--- src/rtl/pwm_chain_pkg.sv ---
package pwm_chain_pkg;
    typedef enum logic {TB_HALT, TB_RUN} tb_state_t;
    typedef enum logic {XF_IDLE, XF_ARMED} xf_state_t;
endpackage

--- src/rtl/pwm_timebase.sv ---
module pwm_timebase
    import pwm_chain_pkg::*;
#(
    parameter int CW = 8
) (
    input  logic          clk,
    input  logic          rst_n,
    input  logic          run_en,
    input  logic          slave_mode,
    input  logic          sync_in,
    input  logic [CW-1:0] period,
    input  logic [CW-1:0] sync_delay,
    output logic [CW-1:0] cnt,
    output logic          running,
    output logic          boundary,
    output logic          sync_out
);
    tb_state_t st, st_n;
    logic      restart;

    always_comb begin
        st_n = st;
        unique case (st)
            TB_HALT: if (run_en)  st_n = TB_RUN;
            TB_RUN:  if (!run_en) st_n = TB_HALT;
        endcase
    end

    always_ff @(posedge clk or negedge rst_n) begin
        if (!rst_n) st <= TB_HALT;
        else        st <= st_n;
    end

    always_ff @(posedge clk or negedge rst_n) begin
        if (!rst_n)                        cnt <= '0;
        else if (st != TB_RUN || !run_en)  cnt <= '0;
        else if (restart)                  cnt <= '0;
        else                               cnt <= cnt + 1'b1;
    end

    always_comb begin
        running  = (st == TB_RUN);
        restart  = (cnt == period) || (slave_mode && sync_in);
        boundary = running && restart;
        sync_out = running && (cnt == sync_delay);
    end

    // wrap back to zero after the period value
    p_wrap_r2: assert property (@(posedge clk) disable iff (!rst_n)
        (running && cnt == period) |=> (cnt == '0));
    // counter never exceeds the active period
    p_bound_r2: assert property (@(posedge clk) disable iff (!rst_n)
        running |-> (cnt <= period));
    // slave sync restarts the counter
    p_sync_restart_r7: assert property (@(posedge clk) disable iff (!rst_n)
        (running && slave_mode && sync_in) |=> (cnt == '0));
endmodule

--- src/rtl/pwm_xfer_ctrl.sv ---
module pwm_xfer_ctrl
    import pwm_chain_pkg::*;
(
    input  logic clk,
    input  logic rst_n,
    input  logic arm,
    input  logic boundary,
    output logic commit,
    output logic xfer_out
);
    xf_state_t st, st_n;

    always_comb begin
        st_n = st;
        unique case (st)
            XF_IDLE:  if (arm)      st_n = XF_ARMED;
            XF_ARMED: if (boundary) st_n = XF_IDLE;
        endcase
    end

    always_ff @(posedge clk or negedge rst_n) begin
        if (!rst_n) st <= XF_IDLE;
        else        st <= st_n;
    end

    always_comb commit = (st == XF_ARMED) && boundary;

    always_ff @(posedge clk or negedge rst_n) begin
        if (!rst_n) xfer_out <= 1'b0;
        else        xfer_out <= commit;
    end

    // transfer-enable output is a single-cycle pulse
    p_xfer_single_r9: assert property (@(posedge clk) disable iff (!rst_n)
        xfer_out |=> !xfer_out);
    // a pulse always follows a boundary
    p_xfer_cause_r9: assert property (@(posedge clk) disable iff (!rst_n)
        xfer_out |-> $past(boundary));
endmodule

--- src/rtl/pwm_channel.sv ---
module pwm_channel #(
    parameter int CW = 8
) (
    input  logic          clk,
    input  logic          rst_n,
    input  logic          wr_en,
    input  logic [CW-1:0] rise_in,
    input  logic [CW-1:0] fall_in,
    input  logic          commit,
    input  logic          running,
    input  logic [CW-1:0] cnt,
    input  logic [1:0]    irq_en,
    output logic          pwm,
    output logic [1:0]    flag
);
    logic [CW-1:0] rise_s, fall_s, rise_a, fall_a;

    always_ff @(posedge clk or negedge rst_n) begin
        if (!rst_n) begin
            rise_s <= '0;
            fall_s <= '0;
        end else if (wr_en) begin
            rise_s <= rise_in;
            fall_s <= fall_in;
        end
    end

    always_ff @(posedge clk or negedge rst_n) begin
        if (!rst_n) begin
            rise_a <= '0;
            fall_a <= '0;
        end else if (commit) begin
            rise_a <= rise_s;
            fall_a <= fall_s;
        end
    end

    always_comb begin
        pwm     = running && (cnt >= rise_a) && (cnt < fall_a);
        flag[0] = running && irq_en[0] && (cnt == rise_a);
        flag[1] = running && irq_en[1] && (cnt == fall_a);
    end

    // inverted edge pair keeps the output low
    p_inverted_low_r3: assert property (@(posedge clk) disable iff (!rst_n)
        (rise_a >= fall_a) |-> !pwm);
    // active edges move only on a commit
    p_hold_r5: assert property (@(posedge clk) disable iff (!rst_n)
        !commit |=> $stable({rise_a, fall_a}));
endmodule

--- src/rtl/pwm_chain_unit.sv ---
module pwm_chain_unit
    import pwm_chain_pkg::*;
#(
    parameter int NCH = 6,
    parameter int CW  = 8,
    localparam int CHW = (NCH > 1) ? $clog2(NCH + 1) : 1
) (
    input  logic             clk,
    input  logic             rst_n,
    input  logic             run_en,
    input  logic             slave_mode,
    input  logic             period_wr,
    input  logic [CW-1:0]    period_val,
    input  logic             match_wr,
    input  logic [CHW-1:0]   match_ch,
    input  logic [CW-1:0]    match_rise,
    input  logic [CW-1:0]    match_fall,
    input  logic             xfer_req,
    input  logic [CW-1:0]    sync_delay,
    input  logic [2*NCH-1:0] irq_en,
    input  logic             sync_in,
    input  logic             xfer_in,
    output logic [NCH-1:0]   pwm_out,
    output logic [2*NCH-1:0] edge_flag,
    output logic             sync_out,
    output logic             xfer_out
);
    logic [CW-1:0] per_s, per_a, cnt;
    logic          running, boundary, commit, arm;

    always_comb arm = slave_mode ? xfer_in : xfer_req;

    always_ff @(posedge clk or negedge rst_n) begin
        if (!rst_n)         per_s <= '0;
        else if (period_wr) per_s <= period_val;
    end

    always_ff @(posedge clk or negedge rst_n) begin
        if (!rst_n)      per_a <= '0;
        else if (commit) per_a <= per_s;
    end

    pwm_timebase #(.CW(CW)) u_tb (
        .clk(clk), .rst_n(rst_n), .run_en(run_en), .slave_mode(slave_mode),
        .sync_in(sync_in), .period(per_a), .sync_delay(sync_delay),
        .cnt(cnt), .running(running), .boundary(boundary), .sync_out(sync_out)
    );

    pwm_xfer_ctrl u_xf (
        .clk(clk), .rst_n(rst_n), .arm(arm), .boundary(boundary),
        .commit(commit), .xfer_out(xfer_out)
    );

    for (genvar i = 0; i < NCH; i++) begin : g_ch
        localparam logic [CHW-1:0] IDX = CHW'(i);
        pwm_channel #(.CW(CW)) u_ch (
            .clk(clk), .rst_n(rst_n),
            .wr_en(match_wr && (match_ch == IDX)),
            .rise_in(match_rise), .fall_in(match_fall),
            .commit(commit), .running(running), .cnt(cnt),
            .irq_en(irq_en[2*i +: 2]),
            .pwm(pwm_out[i]), .flag(edge_flag[2*i +: 2])
        );
    end

    // active period changes only on a commit
    p_period_hold_r5: assert property (@(posedge clk) disable iff (!rst_n)
        !commit |=> $stable(per_a));
    // nothing is driven while halted
    p_halt_quiet_r1: assert property (@(posedge clk) disable iff (!rst_n)
        !running |-> (pwm_out == '0 && edge_flag == '0 && !sync_out));
endmodule

--- config.mk ---
export PLATFORM = sky130hd
export DESIGN_NAME = pwm_chain_unit
export DESIGN_NICKNAME = d
export VERILOG_FILES = /design/src/rtl/pwm_chain_pkg.sv /design/src/rtl/pwm_timebase.sv /design/src/rtl/pwm_xfer_ctrl.sv /design/src/rtl/pwm_channel.sv /design/src/rtl/pwm_chain_unit.sv
export SDC_FILE = /design/constraint.sdc
export NUM_CORES = 1
export LEC_CHECK = 0
export BUFFER_PORTS_ARGS = -buffer_cell sky130_fd_sc_hd__buf_4
export CELL_PAD_IN_SITES_DETAIL_PLACEMENT = 0
export CELL_PAD_IN_SITES_GLOBAL_PLACEMENT = 1
export CORE_MARGIN = 2
export CORE_UTILIZATION = 40
export DETAILED_ROUTE_END_ITERATION = 12
export PLACE_DENSITY = 0.67
export SYNTH_ARGS = -nofsm -noshare
export SYNTH_HDL_FRONTEND = slang
export SYNTH_HIERARCHICAL = 1
export SYNTH_SLANG_ARGS = --single-unit
--- constraint.sdc ---
create_clock -name clk -period 2.3 [get_ports clk]
set_input_delay 0.115 -clock clk [delete_from_list [all_inputs] [get_ports clk]]
set_output_delay 0.115 -clock clk [all_outputs]
set_load 0.05 [all_outputs]
Word-level counts from Yosys, hierarchy flattened
Cells that the tools add are included. W data, S select, Z words.

$add $sub $neg: 1. Order comparisons: 12. Equal/unequal tests: 19. Multiplexer cells: 7. Bitwise logic cells: 2. Reductions and logical operators: 50.

Operators by type and width (number): $eq A8 B8 Y1 (14); $ge A8 B8 Y1 (6); $lt A8 B8 Y1 (6); $logic_and A1 B1 Y1 (46); $mux W8 (2); $add A8 B1 Y8 const B (1); $eq A3 B2 Y1 const B (2); $eq A3 B3 Y1 const B (2); $mux W1 (4); $eq A3 B1 Y1 const B (1); $logic_not A3 Y1 (1); $logic_or A1 B1 Y1 (2); $not A1 Y1 (2); $pmux W1 S2 (1); $logic_not A1 Y1 (1).

Register bits after elaboration: 219. Input bits: 56.

Depth between registers and ports, before layout
Gate-level depths: netlist of the first run.

Depth in word-level cells: 5. Depth in mapped cells: 9. Gate-level depth less buffers: 7.

Cells and area by module
The synthesis of the first run kept the hierarchy.

Modules (own cells, without submodules): pwm_channel (times used 6, cells each 141, area an instance 1591.5 um^2, sequential area each 800.8 um^2); pwm_chain_unit (times used 1, cells each 41, area an instance 740.7 um^2, sequential area each 400.4 um^2); pwm_timebase (times used 1, cells each 59, area an instance 611.8 um^2, sequential area each 225.2 um^2); pwm_xfer_ctrl (times used 1, cells each 5, area an instance 71.3 um^2, sequential area each 50.0 um^2).

Least setup slack after synthesis of the first run
Ideal clock, no wire load.

Path kind: register -> output. Start: register u_tb.cnt[7]. End: output port edge_flag[0]. Arrival time: 2.131 ns. Required time: 2.185 ns. Slack: 0.054 ns. Stages on the path, launching flop included: 4. Buffers on the path: 0. Path through: dfrtp_1 -> ha_1 -> nand4_1 -> nor3_1.

Cells in the longest elaborated chain, start to end: 2.

Ends and longest elaborated chain: start: declaration (line pwm_timebase.sv:13) `output logic [CW-1:0] cnt,`; start signal: assignment (line pwm_timebase.sv:38) `else cnt <= cnt + 1'b1;`; $eq A8 B8 Y1 (line pwm_channel.sv:40) `flag[0] = running && irq_en[0] && (cnt == rise_a);`; $logic_and A1 B1 Y1 (line pwm_channel.sv:40); end: declaration (line pwm_chain_unit.sv:24) `output logic [2*NCH-1:0] edge_flag,`.

Every way passes these cells.

Worst setup path after layout of the first run
Start: register u_tb.cnt[4]. End: output port pwm_out[4].

Cells in the longest elaborated chain, start to end: 3.

Ends and longest elaborated chain: $ge A8 B8 Y1 (line pwm_channel.sv:39) `pwm = running && (cnt >= rise_a) && (cnt < fall_a);`; $logic_and A1 B1 Y1 (line pwm_channel.sv:39); $logic_and A1 B1 Y1 (*) (line pwm_channel.sv:39); end: declaration (line pwm_chain_unit.sv:23) `output logic [NCH-1:0] pwm_out,`.

Every way passes the cells marked *; elsewhere a longest branch is shown, timed or not.

==> results of run 1 <==
repair_timing:
item | 4_1_cts | 5_1_grt
hold buffers | 34 | 0
endpoints found under the hold margin | 178 | 0
cloned | 2 | 3
endpoints found under the setup margin | 17 | 81
buffers inserted | 21 | 7
gates resized for setup | 77 | 38
pin swaps | 34 | 24
worst paths after layout:
kind,from,to,slack (ps),cells past startpoint
worst max-delay path,u_tb/cnt[4]$_DFF_PN0_,pwm_out[4],-130,6
worst max register to register,u_tb/cnt[4]$_DFF_PN0_,g_ch[3].u_ch/fall_a[0]$_DFFE_PN0P_,90,9
min in group asynchronous,rst_n,per_s[3]$_DFFE_PN0P_,160,2
worst min-delay path,xfer_in,u_xf/st$_DFF_PN0_,20,4
max in group asynchronous,rst_n,g_ch[4].u_ch/rise_a[2]$_DFFE_PN0P_,1370,3
worst min register to register,g_ch[3].u_ch/rise_s[7]$_DFFE_PN0P_,g_ch[3].u_ch/rise_a[7]$_DFFE_PN0P_,480,2
metal layers:
layer | track usage | routed length [µm]
met1 | 0.284 | 13600
met2 | 0.363 | 14300
met3 | 0.0261 | 1220
met4 | 0.0450 | 495
met5 | 0 | 0
sequential cells by signal, summed over array words and instances, names as in the netlist, 8 cells and up:
name and flops:
g_ch.u_ch/fall_s 48, g_ch.u_ch/fall_a 48, g_ch.u_ch/rise_a 48, per_s 8, u_tb/cnt 8, g_ch.u_ch/rise_s 48
per_a 8
area by class of cell:
type | count | share of cell area
clock buffers | 40 | 0.0519
clock inverters | 4 | 0.00315
inverters | 98 | 0.0271
multi-input cells | 600 | 0.378
flip-flops and latches | 219 | 0.384
well taps | 341 | 0.0299
repair buffers | 176 | 0.126
kinds of logic (layout without fill, tap and decap cells):
group | Yosys count | after routing | share of synthesized area
adder cells (fa/ha/maj) | 97 | 97 | 0.111
buffers and inverters | 132 | 318 | 0.0513
multiplexers | 126 | 126 | 0.135
flip-flops | 219 | 219 | 0.499
AND/OR/NAND/NOR | 203 | 203 | 0.0946
XOR/XNOR | 22 | 22 | 0.0176
AO/OA/AOI/OAI | 152 | 152 | 0.0918
critical path, delay by kind of cell, from the launching register on:
| kind | cells | cell delay [ps] |
|---|---|---|
| DFF | 1 | 440 |
| AOI/OAI and AO/OA | 1 | 360 |
| adders and majority gates | 1 | 290 |
| and+or+nand+nor | 2 | 340 |
| buffers and inverters | 2 | 360 |
power groups by stage:
stage	logic [mW]	clock network, mW	registers (mW)
floorplan	2.85	0	5.42
finish	4.33	3.86	5.52
CTS	4.17	3.96	5.52
global route	4.88	4.14	5.66
detailed placement	3.78	0	5.55
global placement	3.70	0	5.53
cells in the mapped netlist, drive strengths merged:
library cell,number,area share
o31a,6,0.0048
inv,98,0.034
o21a,12,0.0082
dfrtp,219,0.50
nand4,27,0.016
nand2,116,0.040
nand3,3,0.0014
nand2b,6,0.0075
mux2,125,0.13
a2111oi,6,0.015
and3,2,0.0013
nor4,2,0.0017
and2,3,0.0019
xnor2,11,0.0088
and4bb,3,0.0034
o2111ai,7,0.0072
o211ai,6,0.0041
nor3,18,0.011
buf,22,0.014
xor2,11,0.0088
nor2,14,0.0048
a21oi,30,0.014
clkbuf,12,0.0041
mux2i,1,0.00091
nor2b,6,0.0034
ha,97,0.11
and4b,2,0.0018
nor4b,1,0.00080
o21ai,85,0.039
per-stage QoR:
stage / cells / worst slack (ps) / util / instance area (µm²) / TNS, ps
after floorplan: 951 / 54.0 / - / 11000 / 0
after global placement: 1367 / 168 / 0.451 / 12200 / 0
after detailed placement: 1367 / 176 / 0.451 / 12200 / 0
after CTS: 1468 / -187 / 0.517 / 13900 / -1070
after global routing: 1478 / -225 / 0.530 / 14300 / -1540
final: 1478 / -130 / 0.530 / 14300 / -775
==> results.md, run 1 <==
Outcome:
- The run finished, with violations left.
- The checks that failed: negative setup slack.

Routing:
- The final route contains 7624 vias.
- The count of TritonRoute iterations in the first routing pass is 4.
- The total routed wirelength is slightly below 30 mm.
- Using the TritonRoute via totals, the vias-per-cell ratio works out to roughly 5.2.
- The average wire length per cell after detail routing is 20.0 µm.
- The number of nets still failing antenna checks after routing is 0.
- The violation count after the first detailed-routing iteration is 346.
- In the routed design, unresolved DRC markers number 0.

Power:
- Total power for the finished layout comes to about 14 mW.
- The highest ir drop seen on vdd is roughly 0.45 mV.
- Of the total power, combinational logic draws 0.316.
- The switching part of the total power is 0.309.
- The power density relative to cell area is about 960 nW/µm².
- The leakage power summed over all cells is between 6 and 7 nW.
- The internal power of the cells totals 9.48 mW.
- The relative contribution of sequential cells to total power is 0.403.
- Of the total power, the clock network draws 0.282.
- Summed over all nets, the switching power comes to 4.24 mW.

STA:
- The setup slack of the critical path after layout is -130 ps.
- Setup repair after global routing could not meet its margin everywhere.
- The final count of pins violating max slew came to 0.
- Headroom to the max-slew limit came out at 0.593.
- The maximum achievable frequency is between 0.4 and 0.5 GHz.
- The clock skew is approximately 12 ps.
- Subtracting the final worst setup slack from the clock period gives 2430 ps.
- In the finished design, the share of the clock period the worst path needs comes to 1.06.
- The transition at the pin with the smallest max-transition slack is 611 ps.
- The number of failing setup endpoints in the final timing report is 8.
- The worst hold slack after final layout is about 22 ps.
- The final count of hold timing violations is 0.

Die:
- The number of placement rows is 60.
- The top-level port count is between 70 and 80.
- The starting density of the core is 0.407.
- The floorplan step set the die height to 170 µm.
- The area enclosed by the die boundary is between 20000 and 30000 µm².
- The die is roughly 170 µm wide.
- The area inside the core boundary is 27000 µm².

Worst setup path:
- STA puts the critical path data arrival time at around 2300 ps.
- For this design, the slowest cell found on the critical path is dfrtp_2.
- In this design, the stage delay of the slowest critical-path cell is 440 ps.
- The critical path in this run is classified as reg -> out.
- The critical path goes through buf_12, ha_1, nand4_1, o31a_1, nor3_2, buf_6.
- STA classifies the critical path startpoint as a flip-flop.
- At the worst endpoint, the required time is 2180 ps.
- The maximum fanout encountered on the critical timing path is 12.
- The category of the worst setup path capture point is an output port.

Logic synthesis:
- The number of instances in the synthesized netlist is ~950.
- The synthesized design contains 219 register bits.
- The number of distinct library cells after synthesis is 38.
- The net count of the mapped netlist is 1104.
- The synthesized netlist occupies a cell area of 11000 µm².
- The Yosys step of the flow raised 6 warnings.
- The average instance area after synthesis is 11.5 µm².
- The sequential share of the synthesized area is 0.499.

Global route:
- The remaining global-route overflow is 0.
- The global routing usage summed across all routing layers is 0.210.
- The first global-routing pass estimated around 46 mm of wire.
- The number of antenna violations at the first check in global routing was 0.
- The number of global-route vias before repair is ~7800.
- The largest net degree at the start of global routing is 67.

Final layout:
- 0 antenna diodes ended up in the layout.
- Summing all multi-input logic gate instances after layout gives between 5000 and 6000 µm².
- The most common cell after layout, fill and taps aside is dfrtp_1.
- In the layout the commonest cells are dfrtp_1, nand2_1, mux2_2, buf_4, inv_1.
- From synthesis to final layout, the design area changed by 30.3%.
- The register cell area after layout is 5490 µm².
- The net count of the finished layout is 1273.
- In the final layout, the share of cells above drive strength 1 is 0.343.
- The filler cells instantiated in the layout total 2352.

Clocking:
- The clock tree from TritonCTS is done.
- The H-tree depth is 1.
- The clock sink count is 219.
- Clock latency on the worst-skew pair, taken at its later pin, is between 500 and 600 ps.
- The largest buffer count on any clock path is 3.
- After clock tree synthesis, the clock-pin slew on the worst setup and hold paths is 60 ps.
- The number of buffers inserted during clock tree synthesis is 25.
- The CTS root buffer is clkbuf_16.

Hold path:
- In this run the worst hold path is classified as in -> reg.

Placement:
- During placement, the flow inserted port buffers numbering 75.
- The HPWL after detailed placement is about 18 mm.
- The weighted congestion at the end of routability-driven global placement is about 0.77.

Flow run:
- The number of maximum-capacitance violations is 0.
(Power assumes the default switching activity.)
==> run 2, diff against run 1 <==
--- a/config.mk
+++ b/config.mk
@@ -6,12 +6,10 @@
 export NUM_CORES = 1
 export LEC_CHECK = 0
 export BUFFER_PORTS_ARGS = -buffer_cell sky130_fd_sc_hd__buf_4
-export CELL_PAD_IN_SITES_DETAIL_PLACEMENT = 0
-export CELL_PAD_IN_SITES_GLOBAL_PLACEMENT = 1
 export CORE_MARGIN = 2
 export CORE_UTILIZATION = 40
 export DETAILED_ROUTE_END_ITERATION = 12
-export PLACE_DENSITY = 0.67
+export PLACE_DENSITY = 0.56
 export SYNTH_ARGS = -nofsm -noshare
 export SYNTH_HDL_FRONTEND = slang
 export SYNTH_HIERARCHICAL = 1
==> results.md, run 2 (same netlist as run 1, synthesis figures left out) <==
Power:
- The switching power was 4.23 mW (-0.20%).
- The power density relative to cell area is 987 nW/µm² (+2.9%).
- The highest ir drop seen on vdd came to 0.711 mV (+57%).
- The design internal power was 9.95 mW (+5.0%).
- The switching part of the total power is 0.298 (-0.0107).
- The proportion of power drawn by combinational gates is 0.301 (-0.015).
- The leakage power summed over all cells is 6.39 nW (+0.66%).
- The final total power is 14.2 mW (+3.4%).
- The clock group share of total power is 0.308 (+0.026).
- The relative contribution of sequential cells to total power came to 0.390 (-0.013).

Worst setup path:
- Among all stages on the critical path, the largest delay is contributed by dfrtp_2.
- On the critical path the largest part of the delay comes from flip-flops.
- The worst path buffer plus inverter count is 3 (+1).
- The critical path in this run is classified as reg -> out.
- STA classifies the critical path endpoint as an output port.
- The largest stage delay on the critical path is 430 ps (about the same).
- STA classifies the critical path startpoint as a flip-flop.
- The data required time of the critical path was 2180 ps (about the same).
- The maximum fanout encountered on the critical timing path is 5 (-7).
- The critical path data arrival time is 2320 ps (about the same).
- The signal on the critical path passes through buf_12, inv_2, ha_4, nand2b_4, a2111oi_4, o31a_1, nor3_2, buf_6.

Die:
- The horizontal die dimension is 170 µm (unchanged).
- The vertical extent of the die came to 170 µm (unchanged).
- The area inside the core boundary is 27000 µm² (unchanged).
- The top-level port count came to 76 (unchanged).
- The number of placement rows came to 60 (unchanged).
- The starting density of the core is 0.407 (unchanged).
- The area enclosed by the die boundary is 28800 µm² (unchanged).

Placement:
- The HPWL after detailed placement is 17.8 mm (-2.6%).
- The instance area after placement is 12100 µm² (-0.41%).
- The weighted congestion at the end of routability-driven global placement is 0.788 (+2.4%).
- The port buffer count is 75 (unchanged).

Routing:
- The total routed wirelength is 29.0 mm (-2.2%).
- The number of nets still failing antenna checks after routing is 0 (unchanged).
- The violation count after the first detailed-routing iteration was 439 (+27%).
- The count of TritonRoute iterations in the first routing pass is 5 (+1).
- The via count is 7636 (+0.16%).
- The average wire length per cell after detail routing is 19.6 µm (-2.0%).
- The detailed-route vias per instance is 5.18 (+0.36%).
- The detailed-route DRC error count is 0 (unchanged).

Global route:
- The number of antenna violations at the first check in global routing came to 1 (+1).
- The largest net degree at the start of global routing was 66 (-1.5%).
- The number of global-route vias before repair was 7485 (-4.1%).
- The remaining global-route overflow is 0 (unchanged).
- The global routing usage summed across all routing layers is 0.195 (-0.0154).
- The global-route wire length before repair is 42.9 mm (-6.6%).

STA:
- The setup slack of the critical path after layout is -139 ps (-8.89 ps).
- The transition at the pin with the smallest max-transition slack is 533 ps (-77.9 ps).
- Setup repair after global routing could not meet its margin everywhere.
- The worst hold slack after final layout is 28.6 ps (+6.87 ps).
- The final count of hold timing violations is 0 (unchanged).
- The minimum period implied by the final worst setup slack is 2440 ps (+8.89 ps).
- The maximum achievable frequency is 0.410 GHz (-0.36%).
- The setup TNS is -725 ps (+49.7 ps).
- The number of failing setup endpoints in the final timing report is 7 (-1).
- The relative max-transition margin is 0.645 (+0.0519).
- The clock skew was 9.22 ps (-3.07 ps).
- The final count of pins violating max slew was 0 (unchanged).
- The post-route fraction of the period consumed by the critical path was 1.06 (+0.00387).

Clocking:
- The clock tree from TritonCTS is done.
- The cell sitting at the root of the clock tree is a clkbuf_16.
- The number of buffers inserted during clock tree synthesis came to 24 (-4.0%).
- The largest buffer count on any clock path came to 3 (unchanged).
- The H-tree depth was 1 (unchanged).
- The clock sink count came to 219 (unchanged).
- The clock-pin slew reported for the worst setup and hold paths after clock tree synthesis is 60 ps (about the same).
- The source-to-sink clock delay at the later pin of the worst-skew pair is 520 ps (about the same).

Hold path:
- The path type of the worst min-delay path is in -> reg.

Final layout:
- The area growth from synthesis to layout is 30.9%.
- The library cell used most frequently in the layout, excluding fill and tap cells, is dfrtp_1.
- The count of inserted antenna diode cells was 0 (unchanged).
- The final-stage net count is 1270 (-0.24%).
- In the layout the commonest cells are dfrtp_1, nand2_1, mux2_2, inv_1, buf_4.
- The share of the core filled with cells in the final layout is 0.533 (+0.00255).
- The fraction of layout cells with a size suffix above 1 is 0.336 (-0.00703).
- The final instance area is 14400 µm² (+0.48%).

Flow run:
- The number of maximum-capacitance violations was 0 (unchanged).

Outcome:
- The run finished, with violations left.
- The final reports fail on negative setup slack.
-- run 2: cell types whose count changed in the layout (fill, tap and decap cells not counted), sizes merged --
cell,delta
clkinv,+3
and2,+1
inv,-1
buf,-8
dlygate4sd3,+2
bufinv,+5
clkbuf,-5
-- run 2: final timing paths --
check,start,endpoint,slack [ps],cells past startpoint
setup / recovery,u_tb/cnt[0]$_DFF_PN0_,pwm_out[3],-140,8
hold / removal,sync_in,u_tb/cnt[0]$_DFF_PN0_,30,4
setup reg to reg,u_tb/cnt[5]$_DFF_PN0_,g_ch[5].u_ch/fall_a[0]$_DFFE_PN0P_,20,8
hold reg to reg,g_ch[2].u_ch/fall_s[1]$_DFFE_PN0P_,g_ch[2].u_ch/fall_a[1]$_DFFE_PN0P_,470,2
max in group asynchronous,rst_n,g_ch[4].u_ch/fall_s[5]$_DFFE_PN0P_,1420,3
min in group asynchronous,rst_n,per_s[6]$_DFFE_PN0P_,140,2
-- run 2: per-stage QoR --
step | instances | setup WS, ps
2_1_floorplan | 951 | 54.0
3_3_place_gp | 1362 | 242
3_5_place_dp | 1362 | 227
4_1_cts | 1453 | -190
5_1_grt | 1475 | -227
6_report | 1475 | -139
-- run 2: what timing repair did --
item / 4_1_cts / 5_1_grt
endpoints found under the hold margin: 211 / 0
gates resized for setup: 47 / 52
endpoints found under the setup margin: 18 / 73
setup buffers: 11 / 15
pin swaps: 20 / 24
gates cloned: 1 / 7
hold buffers: 36 / 0
-- run 2: worst min-delay path, delay by kind of cell --
kind	cells	cell delay, ps
and+or+nand+nor	2	140
buffers and inverters	1	80
AOI/OAI and AO/OA	1	180
-- run 2: area by class of cell --
type                            count  area, µm²
Timing Repair Buffer              173       1800
Sequential cell                   219       5490
Fill cell                        2346      12600
Clock buffer                       32        702
Tap cell                          341        427
Multi-Input combinational cell    601       5350
Clock inverter                     11        209
Inverter                           98        385
-- run 2: layer usage --
| layer | wire (µm) | track usage |
|---|---|---|
| met5 | 0 | 0 |
| met4 | 738 | 0.0483 |
| met3 | 1190 | 0.0271 |
| met2 | 12700 | 0.297 |
| met1 | 14300 | 0.292 |
-- run 2: power groups by stage --
stage               combinational [mW]  clock (mW)  sequential (mW)
finish                            4.27        4.37             5.53
global route                      4.78        4.64             5.67
CTS                               4.01        4.48             5.53
detailed placement                3.76           0             5.57
global placement                  3.68           0             5.54
floorplan                         2.85           0             5.42
==> run 3, diff against run 2 <==
--- a/config.mk
+++ b/config.mk
@@ -10,6 +10,7 @@
 export CORE_UTILIZATION = 40
 export DETAILED_ROUTE_END_ITERATION = 12
 export PLACE_DENSITY = 0.56
+export SKIP_LAST_GASP = 1
 export SYNTH_ARGS = -nofsm -noshare
 export SYNTH_HDL_FRONTEND = slang
 export SYNTH_HIERARCHICAL = 1
==> results.md, run 3 (same netlist as run 1, synthesis figures left out) <==
Routing:
- The violation count after the first detailed-routing iteration is 379 (-14%).
- The count of TritonRoute iterations in the first routing pass is 5 (unchanged).
- The average wire length per cell after detail routing was 19.4 µm (-0.98%).
- The number of nets still failing antenna checks after routing came to 0 (unchanged).
- The total routed wirelength is 28.7 mm (-0.98%).
- The via count is 7634 (-0.026%).
- The detailed-route DRC error count is 0 (unchanged).
- The detailed-route vias per instance is 5.18 (about the same).

Worst setup path:
- STA classifies the critical path startpoint as a flip-flop.
- The critical path class is reg -> out.
- Walking the worst path, the cells encountered are buf_12, inv_2, ha_4, nand2b_4, a2111oi_4, o31a_1, nor3_2, buf_6.
- The maximum fanout encountered on the critical timing path was 5 (unchanged).
- The critical path data arrival time was 2320 ps (about the same).
- The data required time of the critical path is 2180 ps (about the same).
- The largest individual stage delay along the critical path comes from the cell dfrtp_2.
- The category of the worst setup path capture point is an output port.
- The largest stage delay on the critical path is 430 ps (about the same).

Clocking:
- The clock sink count came to 219 (unchanged).
- The largest buffer count on any clock path came to 3 (unchanged).
- The CTS root buffer is clkbuf_16.
- TritonCTS built the clock tree.
- The H-tree depth came to 1 (unchanged).
- The number of buffers inserted during clock tree synthesis is 24 (unchanged).
- The clock-pin slew reported for the worst setup and hold paths after clock tree synthesis is 60 ps (about the same).
- The source-to-sink clock delay at the later pin of the worst-skew pair came to 520 ps (about the same).

Final layout:
- The fraction of layout cells with a size suffix above 1 is 0.330 (-0.00617).
- The final-stage net count is 1270 (unchanged).
- The library cells used most frequently in the layout, excluding fill and tap cells, are dfrtp_1, nand2_1, mux2_2, buf_4, inv_1.
- The count of non-filler cells in the finished layout was 1475 (unchanged).
- The final instance area was 14300 µm² (-0.72%).
- The count of inserted antenna diode cells is 0 (unchanged).
- The signed area change from the synthesized netlist to the final layout is 29.9%.
- The most common cell after layout, fill and taps aside is dfrtp_1.

Die:
- The area enclosed by the die boundary is 28800 µm² (unchanged).
- The vertical extent of the die came to 170 µm (unchanged).
- The top-level port count is 76 (unchanged).
- The horizontal die dimension was 170 µm (unchanged).
- The area inside the core boundary is 27000 µm² (unchanged).
- The number of placement rows is 60 (unchanged).
- The starting density of the core came to 0.407 (unchanged).

Placement:
- The port buffer count is 75 (unchanged).
- The instance area after placement is 12100 µm² (unchanged).
- The HPWL after detailed placement came to 17.8 mm (unchanged).
- The weighted congestion at the end of routability-driven global placement is 0.788 (unchanged).
- The total instance count after detailed placement came to 1362 (unchanged).

Power:
- The leakage power summed over all cells came to 6.38 nW (about the same).
- The switching power is 4.20 mW (-0.64%).
- The power density relative to cell area is 991 nW/µm² (+0.36%).
- The switching part of the total power is 0.297 (-0.000805).
- The relative contribution of sequential cells to total power is 0.392 (+0.002).
- The clock group share of total power is 0.310 (+0.002).
- The design internal power is 9.93 mW (-0.25%).
- The highest ir drop seen on vdd is 0.712 mV (about the same).
- The proportion of power drawn by combinational gates is 0.298 (-0.003).

Global route:
- The global routing usage summed across all routing layers is 0.195 (unchanged).
- The global-route wire length before repair is 42.9 mm (unchanged).
- The number of global-route vias before repair was 7485 (unchanged).
- The largest net degree at the start of global routing is 66 (unchanged).
- The remaining global-route overflow is 0 (unchanged).
- The number of antenna violations at the first check in global routing is 1 (unchanged).

STA:
- The final count of hold timing violations is 0 (unchanged).
- The final count of pins violating max slew is 0 (unchanged).
- The post-route fraction of the period consumed by the critical path is 1.06 (-0.00190).
- The minimum period implied by the final worst setup slack is 2430 ps (-4.36 ps).
- The setup TNS came to -761 ps (-35.7 ps).
- The setup slack of the critical path after layout is -135 ps (+4.36 ps).
- The maximum achievable frequency was 0.411 GHz (+0.18%).
- The transition at the pin with the smallest max-transition slack is 544 ps (+10.8 ps).
- The number of failing setup endpoints in the final timing report is 9 (+2).
- The relative max-transition margin came to 0.637 (-0.00722).
- Setup repair after global routing could not meet its margin everywhere.
- The clock skew is 10.1 ps (+0.888 ps).

Outcome:
- The run finished, with violations left.
- The final reports fail on negative setup slack.

Hold path:
- In this run the worst hold path is classified as in -> reg.

Flow run:
- The number of maximum-capacitance violations is 0 (unchanged).
run 3: layout make-up:
| cell class | instances | area, µm² |
|---|---|---|
| fillers | 2364 | 12700 |
| well taps | 341 | 427 |
| repair buffers | 173 | 1780 |
| clock inverters | 11 | 209 |
| inverters | 98 | 378 |
| clock buffers | 32 | 702 |
| multi-input cells | 601 | 5270 |
| flip-flops and latches | 219 | 5490 |
run 3: stage by stage:
step / hold WS (ps) / power (mW) / util / worst slack, ps
detailed placement: 115 / 9.33 / 0.449 / 227
global placement: 117 / 9.22 / 0.449 / 242
global route: 38.6 / 15.0 / 0.529 / -236
floorplan: -181 / 8.27 / - / 54.0
finish: 24.7 / 14.1 / 0.529 / -135
CTS: 8.23 / 14.0 / 0.509 / -190
run 3: critical path, delay by kind of cell, from the launching register on:
kind	cells	cell delay [ps]
DFF	1	430
adders and majority gates	1	260
AOI/OAI and AO/OA	2	350
and+or+nand+nor	2	330
buffers and inverters	3	410
run 3: worst paths after layout:
check                                                     end  slack, ps  cells after the start                               start
setup reg to reg           g_ch[5].u_ch/fall_a[0]$_DFFE_PN0P_        110                      9               u_tb/cnt[6]$_DFF_PN0_
max in group asynchronous  g_ch[4].u_ch/fall_s[5]$_DFFE_PN0P_       1420                      3                               rst_n
hold reg to reg            g_ch[2].u_ch/fall_a[1]$_DFFE_PN0P_        470                      2  g_ch[2].u_ch/fall_s[1]$_DFFE_PN0P_
min in group asynchronous                per_s[6]$_DFFE_PN0P_        150                      2                               rst_n
hold / removal                          u_tb/cnt[1]$_DFF_PN0_         20                      4                             sync_in
setup / recovery                                   pwm_out[3]       -130                      8               u_tb/cnt[0]$_DFF_PN0_
run 3: routing by layer:
| metal | wire length [µm] | track usage | share of wire |
|---|---|---|---|
| met2 | 12600 | 0.297 | 0.44 |
| met4 | 755 | 0.0483 | 0.026 |
| met1 | 14100 | 0.292 | 0.49 |
| met3 | 1250 | 0.0271 | 0.044 |
| met5 | 0 | 0 | 0 |
run 3: power by group through the flow:
stage                     Sequential, mW  Clock (mW)  Combinational (mW)
final                               5.53        4.38                4.22
after floorplan                     5.42           0                2.85
after CTS                           5.53        4.48                4.01
after global routing                5.67        4.64                4.72
after global placement              5.54           0                3.68
after detailed placement            5.57           0                3.76
run 3: repair_timing:
action / CTS / global route
pin swaps: 20 / 24
hold endpoints to repair: 211 / 0
gates resized for setup: 47 / 40
gates cloned: 1 / 7
setup buffers: 11 / 15
setup endpoints to repair: 18 / 73
hold buffers: 36 / 0
